File: config.mk
export PLATFORM = sky130hd
export DESIGN_NAME = gpio_port
export DESIGN_NICKNAME = d
export VERILOG_FILES = /design/src/rtl/gpio_pkg.sv /design/src/rtl/gpio_regs.sv /design/src/rtl/gpio_drive.sv /design/src/rtl/gpio_insync.sv /design/src/rtl/gpio_port.sv
export SDC_FILE = /design/constraint.sdc
export NUM_CORES = 1
export LEC_CHECK = 0
export BUFFER_PORTS_ARGS = -buffer_cell sky130_fd_sc_hd__buf_4
export CAP_MARGIN = 20
export CORE_AREA = 2 2 97 99
export CTS_CLUSTER_DIAMETER = 120
export DETAILED_ROUTE_END_ITERATION = 16
export DIE_AREA = 0 0 99 101
export GPL_TIMING_DRIVEN = 0
export MAX_ROUTING_LAYER = met4
export PLACE_DENSITY = 0.79
export SLEW_MARGIN = 20
export SYNTH_ARGS = -nofsm -noshare
export SYNTH_HDL_FRONTEND = slang
export SYNTH_HIERARCHICAL = 1
export SYNTH_SLANG_ARGS = --single-unit
File: constraint.sdc
create_clock -name clk -period 1.1 [get_ports clk]
set_input_delay 0.11 -clock clk [delete_from_list [all_inputs] [get_ports clk]]
set_output_delay 0.11 -clock clk [all_outputs]
set_load 0.02 [all_outputs]
File: src/rtl/gpio_pkg.sv
package gpio_pkg;
    localparam int SEL_W = 3;

    typedef enum logic [SEL_W-1:0] {
        SEL_DIR  = 3'd0,
        SEL_LAT  = 3'd1,
        SEL_PINS = 3'd2,
        SEL_OD   = 3'd3,
        SEL_DIG  = 3'd4
    } gpio_sel_e;
endpackage

File: src/rtl/gpio_regs.sv
module gpio_regs
    import gpio_pkg::*;
#(
    parameter int PINS = 16
) (
    input  logic             clk,
    input  logic             rst_n,
    input  logic             wr_en,
    input  logic [SEL_W-1:0] reg_sel,
    input  logic [PINS-1:0]  wr_data,
    output logic [PINS-1:0]  dir_q,
    output logic [PINS-1:0]  lat_q,
    output logic [PINS-1:0]  od_q,
    output logic [PINS-1:0]  dig_q
);
    localparam logic [PINS-1:0] ALL_IN = {PINS{1'b1}};

    logic hit_dir, hit_lat, hit_od, hit_dig;

    always_comb begin
        hit_dir = wr_en && (reg_sel == SEL_DIR);
        hit_lat = wr_en && ((reg_sel == SEL_LAT) || (reg_sel == SEL_PINS));
        hit_od  = wr_en && (reg_sel == SEL_OD);
        hit_dig = wr_en && (reg_sel == SEL_DIG);
    end

    always_ff @(posedge clk or negedge rst_n) begin
        if (!rst_n) begin
            dir_q <= ALL_IN;
            lat_q <= '0;
            od_q  <= '0;
            dig_q <= '0;
        end else begin
            if (hit_dir) dir_q <= wr_data;
            if (hit_lat) lat_q <= wr_data;
            if (hit_od)  od_q  <= wr_data;
            if (hit_dig) dig_q <= wr_data;
        end
    end

    // a latch write lands at the sampling edge
    a_r10_latch_write: assert property (@(posedge clk) disable iff (!rst_n)
        (wr_en && (reg_sel == SEL_LAT)) |=> (lat_q == $past(wr_data)));

    // unused selects leave the direction register alone
    a_r3_unused_ignored: assert property (@(posedge clk) disable iff (!rst_n)
        (wr_en && (reg_sel > SEL_DIG)) |=> $stable(dir_q));
endmodule

File: src/rtl/gpio_drive.sv
module gpio_drive #(
    parameter int PINS = 16
) (
    input  logic [PINS-1:0] dir_q,
    input  logic [PINS-1:0] lat_q,
    input  logic [PINS-1:0] od_q,
    output logic [PINS-1:0] pad_oe,
    output logic [PINS-1:0] pad_out
);
    for (genvar i = 0; i < PINS; i++) begin : g_pin
        always_comb begin
            if (dir_q[i]) begin
                pad_oe[i]  = 1'b0;
                pad_out[i] = 1'b0;
            end else if (od_q[i]) begin
                pad_oe[i]  = ~lat_q[i];
                pad_out[i] = 1'b0;
            end else begin
                pad_oe[i]  = 1'b1;
                pad_out[i] = lat_q[i];
            end
        end
    end
endmodule

File: src/rtl/gpio_insync.sv
module gpio_insync #(
    parameter int PINS = 16
) (
    input  logic            clk,
    input  logic            rst_n,
    input  logic [PINS-1:0] pad_in,
    input  logic [PINS-1:0] dig_q,
    output logic [PINS-1:0] pin_val
);
    logic [PINS-1:0] meta_q;
    logic [PINS-1:0] sync_q;

    always_ff @(posedge clk or negedge rst_n) begin
        if (!rst_n) begin
            meta_q <= '0;
            sync_q <= '0;
        end else begin
            meta_q <= pad_in;
            sync_q <= meta_q;
        end
    end

    always_comb pin_val = sync_q & dig_q;
endmodule

File: src/rtl/gpio_port.sv
module gpio_port
    import gpio_pkg::*;
#(
    parameter int PINS = 16
) (
    input  logic             clk,
    input  logic             rst_n,
    input  logic             wr_en,
    input  logic [SEL_W-1:0] reg_sel,
    input  logic [PINS-1:0]  wr_data,
    output logic [PINS-1:0]  rd_data,
    input  logic [PINS-1:0]  pad_in,
    output logic [PINS-1:0]  pad_oe,
    output logic [PINS-1:0]  pad_out
);
    logic [PINS-1:0] dir_q, lat_q, od_q, dig_q, pin_val;

    gpio_regs #(.PINS(PINS)) u_regs (
        .clk(clk), .rst_n(rst_n), .wr_en(wr_en), .reg_sel(reg_sel),
        .wr_data(wr_data), .dir_q(dir_q), .lat_q(lat_q), .od_q(od_q),
        .dig_q(dig_q)
    );

    gpio_drive #(.PINS(PINS)) u_drive (
        .dir_q(dir_q), .lat_q(lat_q), .od_q(od_q),
        .pad_oe(pad_oe), .pad_out(pad_out)
    );

    gpio_insync #(.PINS(PINS)) u_sync (
        .clk(clk), .rst_n(rst_n), .pad_in(pad_in), .dig_q(dig_q),
        .pin_val(pin_val)
    );

    always_comb begin
        unique case (reg_sel)
            SEL_DIR:  rd_data = dir_q;
            SEL_LAT:  rd_data = lat_q;
            SEL_PINS: rd_data = pin_val;
            SEL_OD:   rd_data = od_q;
            SEL_DIG:  rd_data = dig_q;
            default:  rd_data = '0;
        endcase
    end

    logic [1:0] warm_q;
    always_ff @(posedge clk or negedge rst_n) begin
        if (!rst_n)           warm_q <= '0;
        else if (warm_q != 2) warm_q <= warm_q + 2'd1;
    end

    // analog pins never read high
    a_r7_analog_zero: assert property (@(posedge clk) disable iff (!rst_n)
        (pin_val & ~dig_q) == '0);

    // input pins are never driven
    a_r4_input_quiet: assert property (@(posedge clk) disable iff (!rst_n)
        (pad_oe & dir_q) == '0);

    // an open-drain pin holding a one is released
    a_r6_od_release: assert property (@(posedge clk) disable iff (!rst_n)
        (pad_oe & od_q & lat_q) == '0);

    // pin level read is the pad level two edges back
    a_r9_two_stage: assert property (@(posedge clk) disable iff (!rst_n)
        (warm_q == 2) |-> (pin_val == ($past(pad_in, 2) & dig_q)));
endmodule

## After elaboration in Yosys (flattened, before gate mapping)

Index checks and enable logic that the tools add are counted.
W data, S select, Z words.

- Bits in registers: 96
- Input bits: 38
- Output and inout bits: 48

- Eq/ne operators: 4
- Muxes and demuxes: 65
- Bitwise gates (word level): 17
- Reduce and logical (&&, ||, !) cells: 6

Operators by type and width:

| kind | number |
|---|---|
| $pmux W16 S5 | 1 |
| $mux W1 | 64 |
| $and A16 B16 Y16 | 1 |
| $not A1 Y1 | 16 |
| $eq A3 B2 Y1 const B | 2 |
| $logic_and A1 B1 Y1 | 4 |
| $eq A3 B1 Y1 const B | 1 |
| $eq A3 B3 Y1 const B | 1 |
| $logic_not A3 Y1 | 1 |
| $logic_or A1 B1 Y1 | 1 |

## Longest topological paths before layout

Gate-level depths: netlist of run 1.

- Depth in word-level cells: 3
- Gate-level depth with buffers: 5

## Hierarchy

Netlist of run 1, hierarchy kept.

By module, submodules not included:

| module | instances | cells each | area each (um^2) |
|---|---|---|---|
| gpio_regs | 1 | 139 | 2494.9 |
| gpio_insync | 1 | 48 | 900.9 |
| gpio_port | 1 | 80 | 696.9 |
| gpio_drive | 1 | 32 | 280.3 |

## Worst setup path before layout of run 1

OpenSTA, ideal clock, no wires.

- Kind: input to register
- Start point: input reg_sel[2]
- End point: register u_regs.dir_q[0]
- Setup time: 0.082 ns
- Arrival time: 1.121 ns
- Slack: -0.103 ns
- Stages on the path: 4
- Buffers on the path: 1
- Cell sequence: nand2b_1 -> nor3_4 -> buf_4 -> mux2_2

- Cells in the longest elaborated chain, start to end: 2

RTL lines:

| item | RTL line | text |
|---|---|---|
| start: declaration | gpio_port.sv:9 | `input logic [SEL_W-1:0] reg_sel,` |
| $logic_not A3 Y1 | gpio_regs.sv:21 | `hit_dir = wr_en && (reg_sel == SEL_DIR);` |
| $logic_and A1 B1 Y1 | gpio_regs.sv:21 |  |
| end signal: assignment | gpio_regs.sv:34 | `if (hit_dir) dir_q <= wr_data;` |
| end: declaration | gpio_regs.sv:11 | `output logic [PINS-1:0] dir_q,` |

No other way between the ends.
A chain may end at the register's enable or synchronous reset.

## Worst setup path in the final report of run 1

- Start point: register u_regs.dig_q[5]
- End point: output rd_data[5]

- Cells in the longest elaborated chain, start to end: 2

RTL lines:

| item | RTL line | text |
|---|---|---|
| start: declaration | gpio_regs.sv:14 | `output logic [PINS-1:0] dig_q` |
| start signal: assignment | gpio_regs.sv:37 | `if (hit_dig) dig_q <= wr_data;` |
| $and A16 B16 Y16 | gpio_insync.sv:23 | `always_comb pin_val = sync_q & dig_q;` |
| via pin_val[5] | gpio_port.sv:16 | `logic [PINS-1:0] dir_q, lat_q, od_q, dig_q, pin_val;` |
| $pmux W16 S5 | gpio_port.sv:35 | `unique case (reg_sel)` |
| end: declaration | gpio_port.sv:11 | `output logic [PINS-1:0] rd_data,` |

The timed path passes the listed nets, and every way through them passes these cells.

==> impl_metrics.yaml, run 1 <==
synthesis:
  synthesis.area_sq_um: 4370
  syn_nets: 337
  synth_top_area_share_pct: 45.8
  syn_inst: 299
  yosys-top-cells-area: "dfrtp_1, mux2_2, dfstp_2"
  avgSynthCellArea_sq_um: 14.6
  seq_area_frac_synth_pct: 55.4
  yosys_warnings: 6
  synth_top_cell_by_area: "dfrtp_1"
  ys_ff_latch: 96
  yosysUniqueCellTypes: 32
sta:
  min_period_over_period_pct: 158
  max_slew_margin_pct: 50.0
  report.final.slew_viol_count: 0
  timing.final.hold_violations: 0
  timing.fmax_mhz: 575
  rsz0062_at_grt: "true"
  fin_skew_ns: 0.00296
  worst-slew-pin-transition_ns: 0.751
  setup_violations: 58
  layout_setup_ws_ns: -0.639
  fin_crit_ns: 1.74
route:
  vias_per_cell: 5.56
  wl_microns: 11100
  drt_iter0_markers: 136
  drcViolationCount: 0
  antenna_left: 0
  vias: 3194
  post_drt_wl_per_cell_microns: 19.3
  firstDrtPassIters: 4
clocking:
  clk_path_buf_depth: 2
  cts_max_level: 3
  cts-root-buf: "clkbuf_8"
  worstSkewPairLatency_ns: 0.37
  clkSinkCount: 96
  cts_made_buffers: 9
  cts_tree: "built"
  path_clk_slew_ns: 0.09
floorplan:
  initial_core_util_pct: 48.7
  dieArea_sq_um: 10000
  io_pins: 86
  die_x_microns: 99
  rows: 35
  core_area_sq_um: 8980
  die_h_microns: 101
placed_design:
  dp_slack_ns: -0.463
  dp_hpwl_microns: 6580
  io_buffers: 85
  place_congestion: 0.795
  dpl_cell_area_sq_um: 5260
critical_path:
  crit_path_start: "u_regs/dig_q[5]"
  crit_arrival_ns: 1.63
  end_kind: "output port"
  slowest_delay_ns: 0.41
  crit_family: "flip-flops"
  worstSetupPathType: "reg -> out"
  crit_path_start_kind: "flop"
  path_cells: "and2_1, mux2_4, a32oi_2, o21ai_2, buf_6"
  timing.rr.start: "u_regs/dig_q[1]"
  cp_slowest_cell: "dfrtp_1"
  required_ns: 0.99
  cp_max_fo: 3
  path_buf_inv: 1
min_path:
  worstHoldStart: "wr_data[4]"
  hold_path_class: "in -> reg"
final_layout:
  syn_to_final_growth_pct: 43.3
  drive_above_1_share_pct: 68.9
  n_fill_cell: 587
  stdcell_area_sq_um: 6270
  final_cell_mix: "buf_4, dfrtp_1, mux2_2"
  final_nets: 496
  insertedDiodeCount: 0
  final_common_cell: "buf_4"
power:
  peakVddDrop_mv: 0.793
  power.leakage_nw: 2.74
  powerDensity_nw_per_um2: 1690
job:
  drv_cap: 0
grt:
  grt_pass1_vias: 3323
  grt_max_degree: 97
  grt_pass1_wl_microns: 17300
  grt_overflow: 0
  track_usage_pct: 23.0
  antenna_found_initial: 0
outcome:
  violations: "setup timing"
  status: "finished with violations"
-- final timing paths --
| check | to | slack (ns) | cells after the start |
|---|---|---|---|
| setup / recovery | rd_data[5] | -0.64 | 5 |
| hold / removal | u_regs/dig_q[4] | 0.02 | 2 |
| setup reg to reg | u_regs/dig_q[1] | 0.08 | 3 |
| hold reg to reg | u_sync/sync_q[14] | 0.35 | 0 |
| max in group asynchronous | u_regs/od_q[6] | 0.19 | 2 |
| min in group asynchronous | u_sync/meta_q[11] | 0.34 | 2 |
-- synthesized netlist by cell type --
| cell | instances |
|---|---|
| and2_1 | 16 |
| nor2b_4 | 1 |
| nand2b_1 | 1 |
| a32oi_1 | 15 |
| or3_1 | 1 |
| a21oi_1 | 16 |
| buf_2 | 4 |
| mux2_2 | 64 |
| nor3_4 | 1 |
| xnor2_1 | 1 |
| dfstp_2 | 16 |
| nor2_2 | 1 |
| buf_8 | 1 |
| a22oi_1 | 5 |
| nor2b_2 | 1 |
| mux2i_1 | 1 |
| nor3_2 | 1 |
| nor2_4 | 1 |
| nor2b_1 | 1 |
| o21ai_1 | 15 |
| mux2_4 | 10 |
| buf_4 | 3 |
| dfrtp_1 | 80 |
| nand2_1 | 2 |
| a22oi_2 | 10 |
| nor3b_2 | 16 |
| nand3_1 | 2 |
| inv_2 | 1 |
| buf_6 | 4 |
| nand4b_2 | 1 |
| mux2_1 | 6 |
| buf_12 | 1 |
-- worst reg2reg max path, delay by kind of cell, from the launching register on --
kind | cells | cell delay (ns)
muxes | 1 | 0.25
DFF | 1 | 0.39
buffers and inverters | 2 | 0.27
-- what timing repair did --
action,in CTS,in global routing
setup buffers,15,17
endpoints found under the setup margin,58,148
pin swaps,11,11
hold buffers,32,0
hold endpoints to repair,140,0
gates resized for setup,31,30
-- area by class of cell --
class / instances / area, sq um / share of cell area, %
Tap cell: 111 / 139 / 2.22
Buffer: 13 / 126 / 2.02
Multi-Input combinational cell: 189 / 2100 / 33.5
Clock buffer: 9 / 124 / 1.98
Inverter: 1 / 3.75 / 0.0599
Sequential cell: 96 / 2420 / 38.7
Clock inverter: 7 / 55.1 / 0.879
Timing Repair Buffer: 148 / 1290 / 20.6
-- cells by family after synthesis --
family / share of synthesized area, %
compound gates: 10.3
simple gates: 9.56
xor+xnor: 0.200
flops: 55.4
mux: 21.7
buf+inv: 2.89
-- registers in the layout, indices dropped and copies added (netlist names) --
| register | cells |
|---|---|
| u_regs/od_q | 16 |
| u_sync/sync_q | 16 |
| u_sync/meta_q | 16 |
| u_regs/dig_q | 16 |
| u_regs/lat_q | 16 |
| u_regs/dir_q | 16 |
-- layer usage --
| layer | global-route usage [%] | share of wire (%) | vias to the layer above |
|---|---|---|---|
| met3 | 2.98 | 4.5 | 18 |
| li1 | - | - | 1442 |
| met1 | 30.5 | 43 | 1623 |
| met2 | 35.9 | 51 | 111 |
| met4 | 9.80 | 1.7 | 0 |
| met5 | - | 0 | - |
-- power by group --
group	switching, W	internal, W	total [W]
Combinational	0.00155	0.00205	0.00360
Clock	0.00130	0.000841	0.00214
Sequential	0.000643	0.00422	0.00486
-- stage by stage --
step	util (%)	instances	setup TNS, ns	hold slack, ns	total power, W
5_1_grt	69.8	574	-17.89	0.0179	0.0111
4_1_cts	67.1	558	-15.19	0.0106	0.0103
6_report	69.8	574	-15.63	0.0185	0.0106
3_5_place_dp	58.6	495	-23.95	0.220	0.00770
2_1_floorplan	-	299	-1.36	-0.186	0.00654
3_3_place_gp	58.6	495	-28.41	0.220	0.00759
Note: power is estimated with default switching activity, not from simulation.
==> inputs of run 2 (changes only) <==
--- a/config.mk
+++ b/config.mk
@@ -8,6 +8,7 @@
 export BUFFER_PORTS_ARGS = -buffer_cell sky130_fd_sc_hd__buf_4
 export CAP_MARGIN = 20
 export CORE_AREA = 2 2 97 99
+export CTS_BUF_LIST = sky130_fd_sc_hd__clkbuf_16
 export CTS_CLUSTER_DIAMETER = 120
 export DETAILED_ROUTE_END_ITERATION = 16
 export DIE_AREA = 0 0 99 101
==> impl_metrics.yaml, run 2 (synthesis gave the netlist of run 1 again) <==
critical_path:
  cp_slowest_cell: "dfrtp_1"
  slowest_delay_ns: 0.40
  path_cells: "and2_4, mux2_2, a32oi_2, o21ai_2, buf_6"
  end_kind: "output port"
  path_buf_inv: 1
  cp_max_fo: 3
  crit_arrival_ns: 1.59
  crit_path_start_kind: "flop"
  rrSetupSlack_ns: 0.10
  worstSetupPathType: "reg -> out"
  required_ns: 0.99
  crit_family: "flip-flops"
route:
  vias: 3157
  post_drt_wl_per_cell_microns: 20.0
  drcViolationCount: 0
  antenna_left: 0
  wl_microns: 11200
  drt_iter0_markers: 160
  firstDrtPassIters: 4
  vias_per_cell: 5.66
floorplan:
  die_x_microns: 99
  rows: 35
  core_area_sq_um: 8980
  die_h_microns: 101
  initial_core_util_pct: 48.7
  dieArea_sq_um: 10000
  io_pins: 86
sta:
  setup_violations: 48
  worst-slew-pin-transition_ns: 0.683
  fin_hold_ws_ns: 0.0202
  min_period_over_period_pct: 155
  timing.final.hold_violations: 0
  fin_crit_ns: 1.70
  layout_setup_ws_ns: -0.600
  fin_skew_ns: 0.00468
  max_slew_margin_pct: 54.5
  report.final.slew_viol_count: 0
  rsz0062_at_grt: "true"
  timing.fmax_mhz: 588
clocking:
  clkSinkCount: 96
  clk_path_buf_depth: 2
  cts-root-buf: "clkbuf_16"
  cts_max_level: 3
  worstSkewPairLatency_ns: 0.35
  cts_tree: "built"
  path_clk_slew_ns: 0.07
  cts_made_buffers: 9
grt:
  track_usage_pct: 23.4
  grt_pass1_vias: 3289
  grt_max_degree: 97
  grt_pass1_wl_microns: 17500
  grt_overflow: 0
  antenna_found_initial: 0
power:
  powerDensity_nw_per_um2: 1840
  intPower_w: 0.00787
  switching_share_pct: 31.6
  power.leakage_nw: 2.72
  switchingPower_w: 0.00364
  pwr-share-clk_pct: 25.7
  comb_power_share_pct: 31.6
  p_seq_share_pct: 42.7
  peakVddDrop_mv: 0.794
placed_design:
  dpl_cell_area_sq_um: 5260
  io_buffers: 85
  dp_hpwl_microns: 6580
  place_congestion: 0.795
final_layout:
  final_util_pct: 69.6
  final_common_cell: "buf_4"
  insertedDiodeCount: 0
  final_nets: 480
  final_cell_mix: "buf_4, dfrtp_1, mux2_2"
  stdcell_area_sq_um: 6250
  syn_to_final_growth_pct: 42.9
  drive_above_1_share_pct: 71.8
outcome:
  violations: "setup timing"
  status: "finished with violations"
min_path:
  hold_path_class: "in -> reg"
job:
  drv_cap: 0
==> run 2: area by class of cell <==
| type | instances | area (sq um) |
|---|---|---|
| buffer | 13 | 129 |
| sequential | 96 | 2430 |
| clock inverter | 7 | 55.1 |
| tap | 111 | 139 |
| fill | 577 | 2730 |
| inverter | 1 | 3.75 |
| clock buffer | 9 | 225 |
| multi-input combinational | 189 | 2090 |
| timing repair buffer | 132 | 1180 |
==> run 2: what timing repair did <==
action / in CTS / in global routing
resized for setup: 40 / 38
endpoints found under the hold margin: 96 / 0
pin swaps: 20 / 13
setup endpoints to repair: 69 / 141
buffers inserted: 21 / 10
hold buffers: 17 / 0
==> run 2: final timing paths <==
path | from | to | cells past startpoint
max in group asynchronous | rst_n | u_regs/lat_q[5] | 2
setup reg to reg | u_regs/dig_q[15] | u_regs/dig_q[15] | 3
min in group asynchronous | rst_n | u_regs/od_q[11] | 2
hold / removal | wr_data[10] | u_regs/lat_q[10] | 2
setup / recovery | u_regs/dig_q[0] | rd_data[0] | 5
hold reg to reg | u_sync/meta_q[14] | u_sync/sync_q[14] | 0
==> run 2: power by group through the flow <==
stage                     clock network (W)  logic, W  registers, W
after floorplan                           0   0.00183       0.00471
final                               0.00296   0.00363       0.00491
after detailed placement                  0   0.00282       0.00488
after global placement                    0   0.00276       0.00483
after CTS                           0.00298   0.00336       0.00483
after global routing                0.00313   0.00383       0.00500
==> run 2: routing by layer <==
layer / track usage [%] / routed length [microns] / share of wire (%) / vias to the layer above
li1: - / - / - / 1409
met1: 30.8 / 4650 / 42 / 1623
met2: 37.1 / 5780 / 52 / 109
met3: 2.77 / 553 / 5.0 / 16
met4: 9.80 / 187 / 1.7 / 0
met5: - / 0 / 0 / -
==> run 2: through the flow <==
stage | instances | setup slack [ns] | power (W) | setup TNS, ns
2_1_floorplan | 299 | -0.0687 | 0.00654 | -1.36
3_3_place_gp | 495 | -0.444 | 0.00759 | -28.41
3_5_place_dp | 495 | -0.463 | 0.00770 | -23.95
4_1_cts | 549 | -0.597 | 0.0112 | -13.68
5_1_grt | 558 | -0.652 | 0.0120 | -15.68
6_report | 558 | -0.600 | 0.0115 | -13.92
==> inputs of run 3 (changes only) <==
--- a/config.mk
+++ b/config.mk
@@ -7,11 +7,13 @@
 export LEC_CHECK = 0
 export BUFFER_PORTS_ARGS = -buffer_cell sky130_fd_sc_hd__buf_4
 export CAP_MARGIN = 20
-export CORE_AREA = 2 2 97 99
+export CELL_PAD_IN_SITES_DETAIL_PLACEMENT = 1
+export CELL_PAD_IN_SITES_GLOBAL_PLACEMENT = 1
+export CORE_AREA = 2 2 107 109
 export CTS_BUF_LIST = sky130_fd_sc_hd__clkbuf_16
 export CTS_CLUSTER_DIAMETER = 120
 export DETAILED_ROUTE_END_ITERATION = 16
-export DIE_AREA = 0 0 99 101
+export DIE_AREA = 0 0 109 111
 export GPL_TIMING_DRIVEN = 0
 export MAX_ROUTING_LAYER = met4
 export PLACE_DENSITY = 0.79
==> impl_metrics.yaml, run 3 (synthesis gave the netlist of run 1 again) <==
clocking:
  path_clk_slew_ns: 0.06
  cts_max_level: 3
  cts_tree: "built"
  cts-root-buf: "clkbuf_16"
  cts_made_buffers: 9
  worstSkewPairLatency_ns: 0.34
  clkSinkCount: 96
  clk_path_buf_depth: 2
  hold_buffers: 16
final_layout:
  final_cells: 596
  final_common_cell: "buf_4"
  final_util_pct: 57.1
  syn_to_final_growth_pct: 44.7
  final_nets: 486
  insertedDiodeCount: 0
  final_cell_mix: "buf_4, dfrtp_1, mux2_2"
  drive_above_1_share_pct: 72.2
route:
  drcViolationCount: 0
  drt_iter0_markers: 144
  wl_microns: 13200
  antenna_left: 0
  vias: 3175
  firstDrtPassIters: 4
  vias_per_cell: 5.33
  post_drt_wl_per_cell_microns: 22.1
critical_path:
  required_ns: 0.99
  cp_max_fo: 2
  rrSetupSlack_ns: 0.07
  crit_path_start_kind: "flop"
  worstSetupPathType: "reg -> out"
  end_kind: "output port"
  crit_arrival_ns: 1.60
floorplan:
  io_pins: 86
  core_area_sq_um: 11100
  die_x_microns: 109
  die_h_microns: 111
  rows: 39
  dieArea_sq_um: 12100
  initial_core_util_pct: 39.5
sta:
  fin_crit_ns: 1.71
  timing.fmax_mhz: 583
  fin_hold_ws_ns: -0.148
  setup_tns_ns: -15.59
  min_period_over_period_pct: 156
  report.final.slew_viol_count: 0
  worst-slew-pin-transition_ns: 0.889
  layout_setup_ws_ns: -0.614
  setup_violations: 58
  timing.final.hold_violations: 80
  fin_skew_ns: 0.00519
  max_slew_margin_pct: 40.8
  rsz0062_at_grt: "true"
job:
  drv_cap: 0
placed_design:
  io_buffers: 85
  place_congestion: 0.740
  place_inst: 527
  dp_hpwl_microns: 7640
outcome:
  violations: "hold timing, setup timing"
  status: "finished with violations"
power:
  power.leakage_nw: 2.77
  powerDensity_nw_per_um2: 1830
  power.total_w: 0.0116
  peakVddDrop_mv: 0.716
min_path:
  hold_path_class: "in -> async"
grt:
  grt_max_degree: 97
  grt_pass1_wl_microns: 19800
  grt_pass1_vias: 3453
  antenna_found_initial: 0
  grt_overflow: 0
  track_usage_pct: 22.5
-- run 3: cell types whose count changed in the layout (fill, tap and decap cells not counted), sizes merged --
cell	before	now
inv	3	6
clkinvlp	2	0
buf	128	135
clkinv	3	2
dlygate4sd3	17	16
-- run 3: final timing paths --
| path | from | cells past startpoint | to |
|---|---|---|---|
| min | rst_n | 1 | u_sync/meta_q[10] |
| min in group clk | wr_data[14] | 2 | u_regs/lat_q[14] |
| max | u_regs/dig_q[10] | 5 | rd_data[10] |
| min reg2reg | u_sync/meta_q[1] | 0 | u_sync/sync_q[1] |
| max in group asynchronous | rst_n | 1 | u_regs/od_q[4] |
| max reg2reg | u_regs/dig_q[14] | 3 | u_regs/dig_q[14] |
-- run 3: power by group --
group,internal (W),switching (W)
combinational,0.00216,0.00166
clock,0.00148,0.00129
sequential,0.00424,0.000743
total,0.00787,0.00369
-- run 3: repair_timing --
| action | in CTS | in global routing |
|---|---|---|
| pin swaps | 11 | 7 |
| setup buffers | 25 | 13 |
| setup endpoints to repair | 78 | 68 |
| endpoints found under the hold margin | 96 | 80 |
| resized for setup | 46 | 34 |
| cloned | 0 | 0 |
-- run 3: cell type report --
cell class                      instances  area (sq um)
Timing Repair Buffer                  138          1210
Multi-Input combinational cell        189          2120
Fill cell                            1068          4750
Tap cell                              143           179
Sequential cell                        96          2430
Clock inverter                          7          27.5
Buffer                                 13           126
Clock buffer                            9           225
Inverter                                1          3.75
-- run 3: stage by stage --
stage	setup WS (ns)	instance area, sq um
final	-0.614	6330
after floorplan	-0.0687	4480
after detailed placement	-0.452	5300
after global routing	-0.663	6330
after global placement	-0.447	5300
after CTS	-0.596	6110
-- run 3: worst max-delay path, cell delays in order, from the launching register on --
cell	delay (ns)
dfrtp_1	0.39
and2_4	0.15
mux2_4	0.27
a32oi_2	0.19
o21ai_2	0.12
buf_6	0.14
-- run 3: routing by layer --
metal	GRT usage, %	vias up	share of wire, %
li1	-	1418	-
met1	27.5	1669	42
met2	38.0	73	53
met3	3.82	15	3.5
met4	6.41	0	1.8
met5	-	-	0
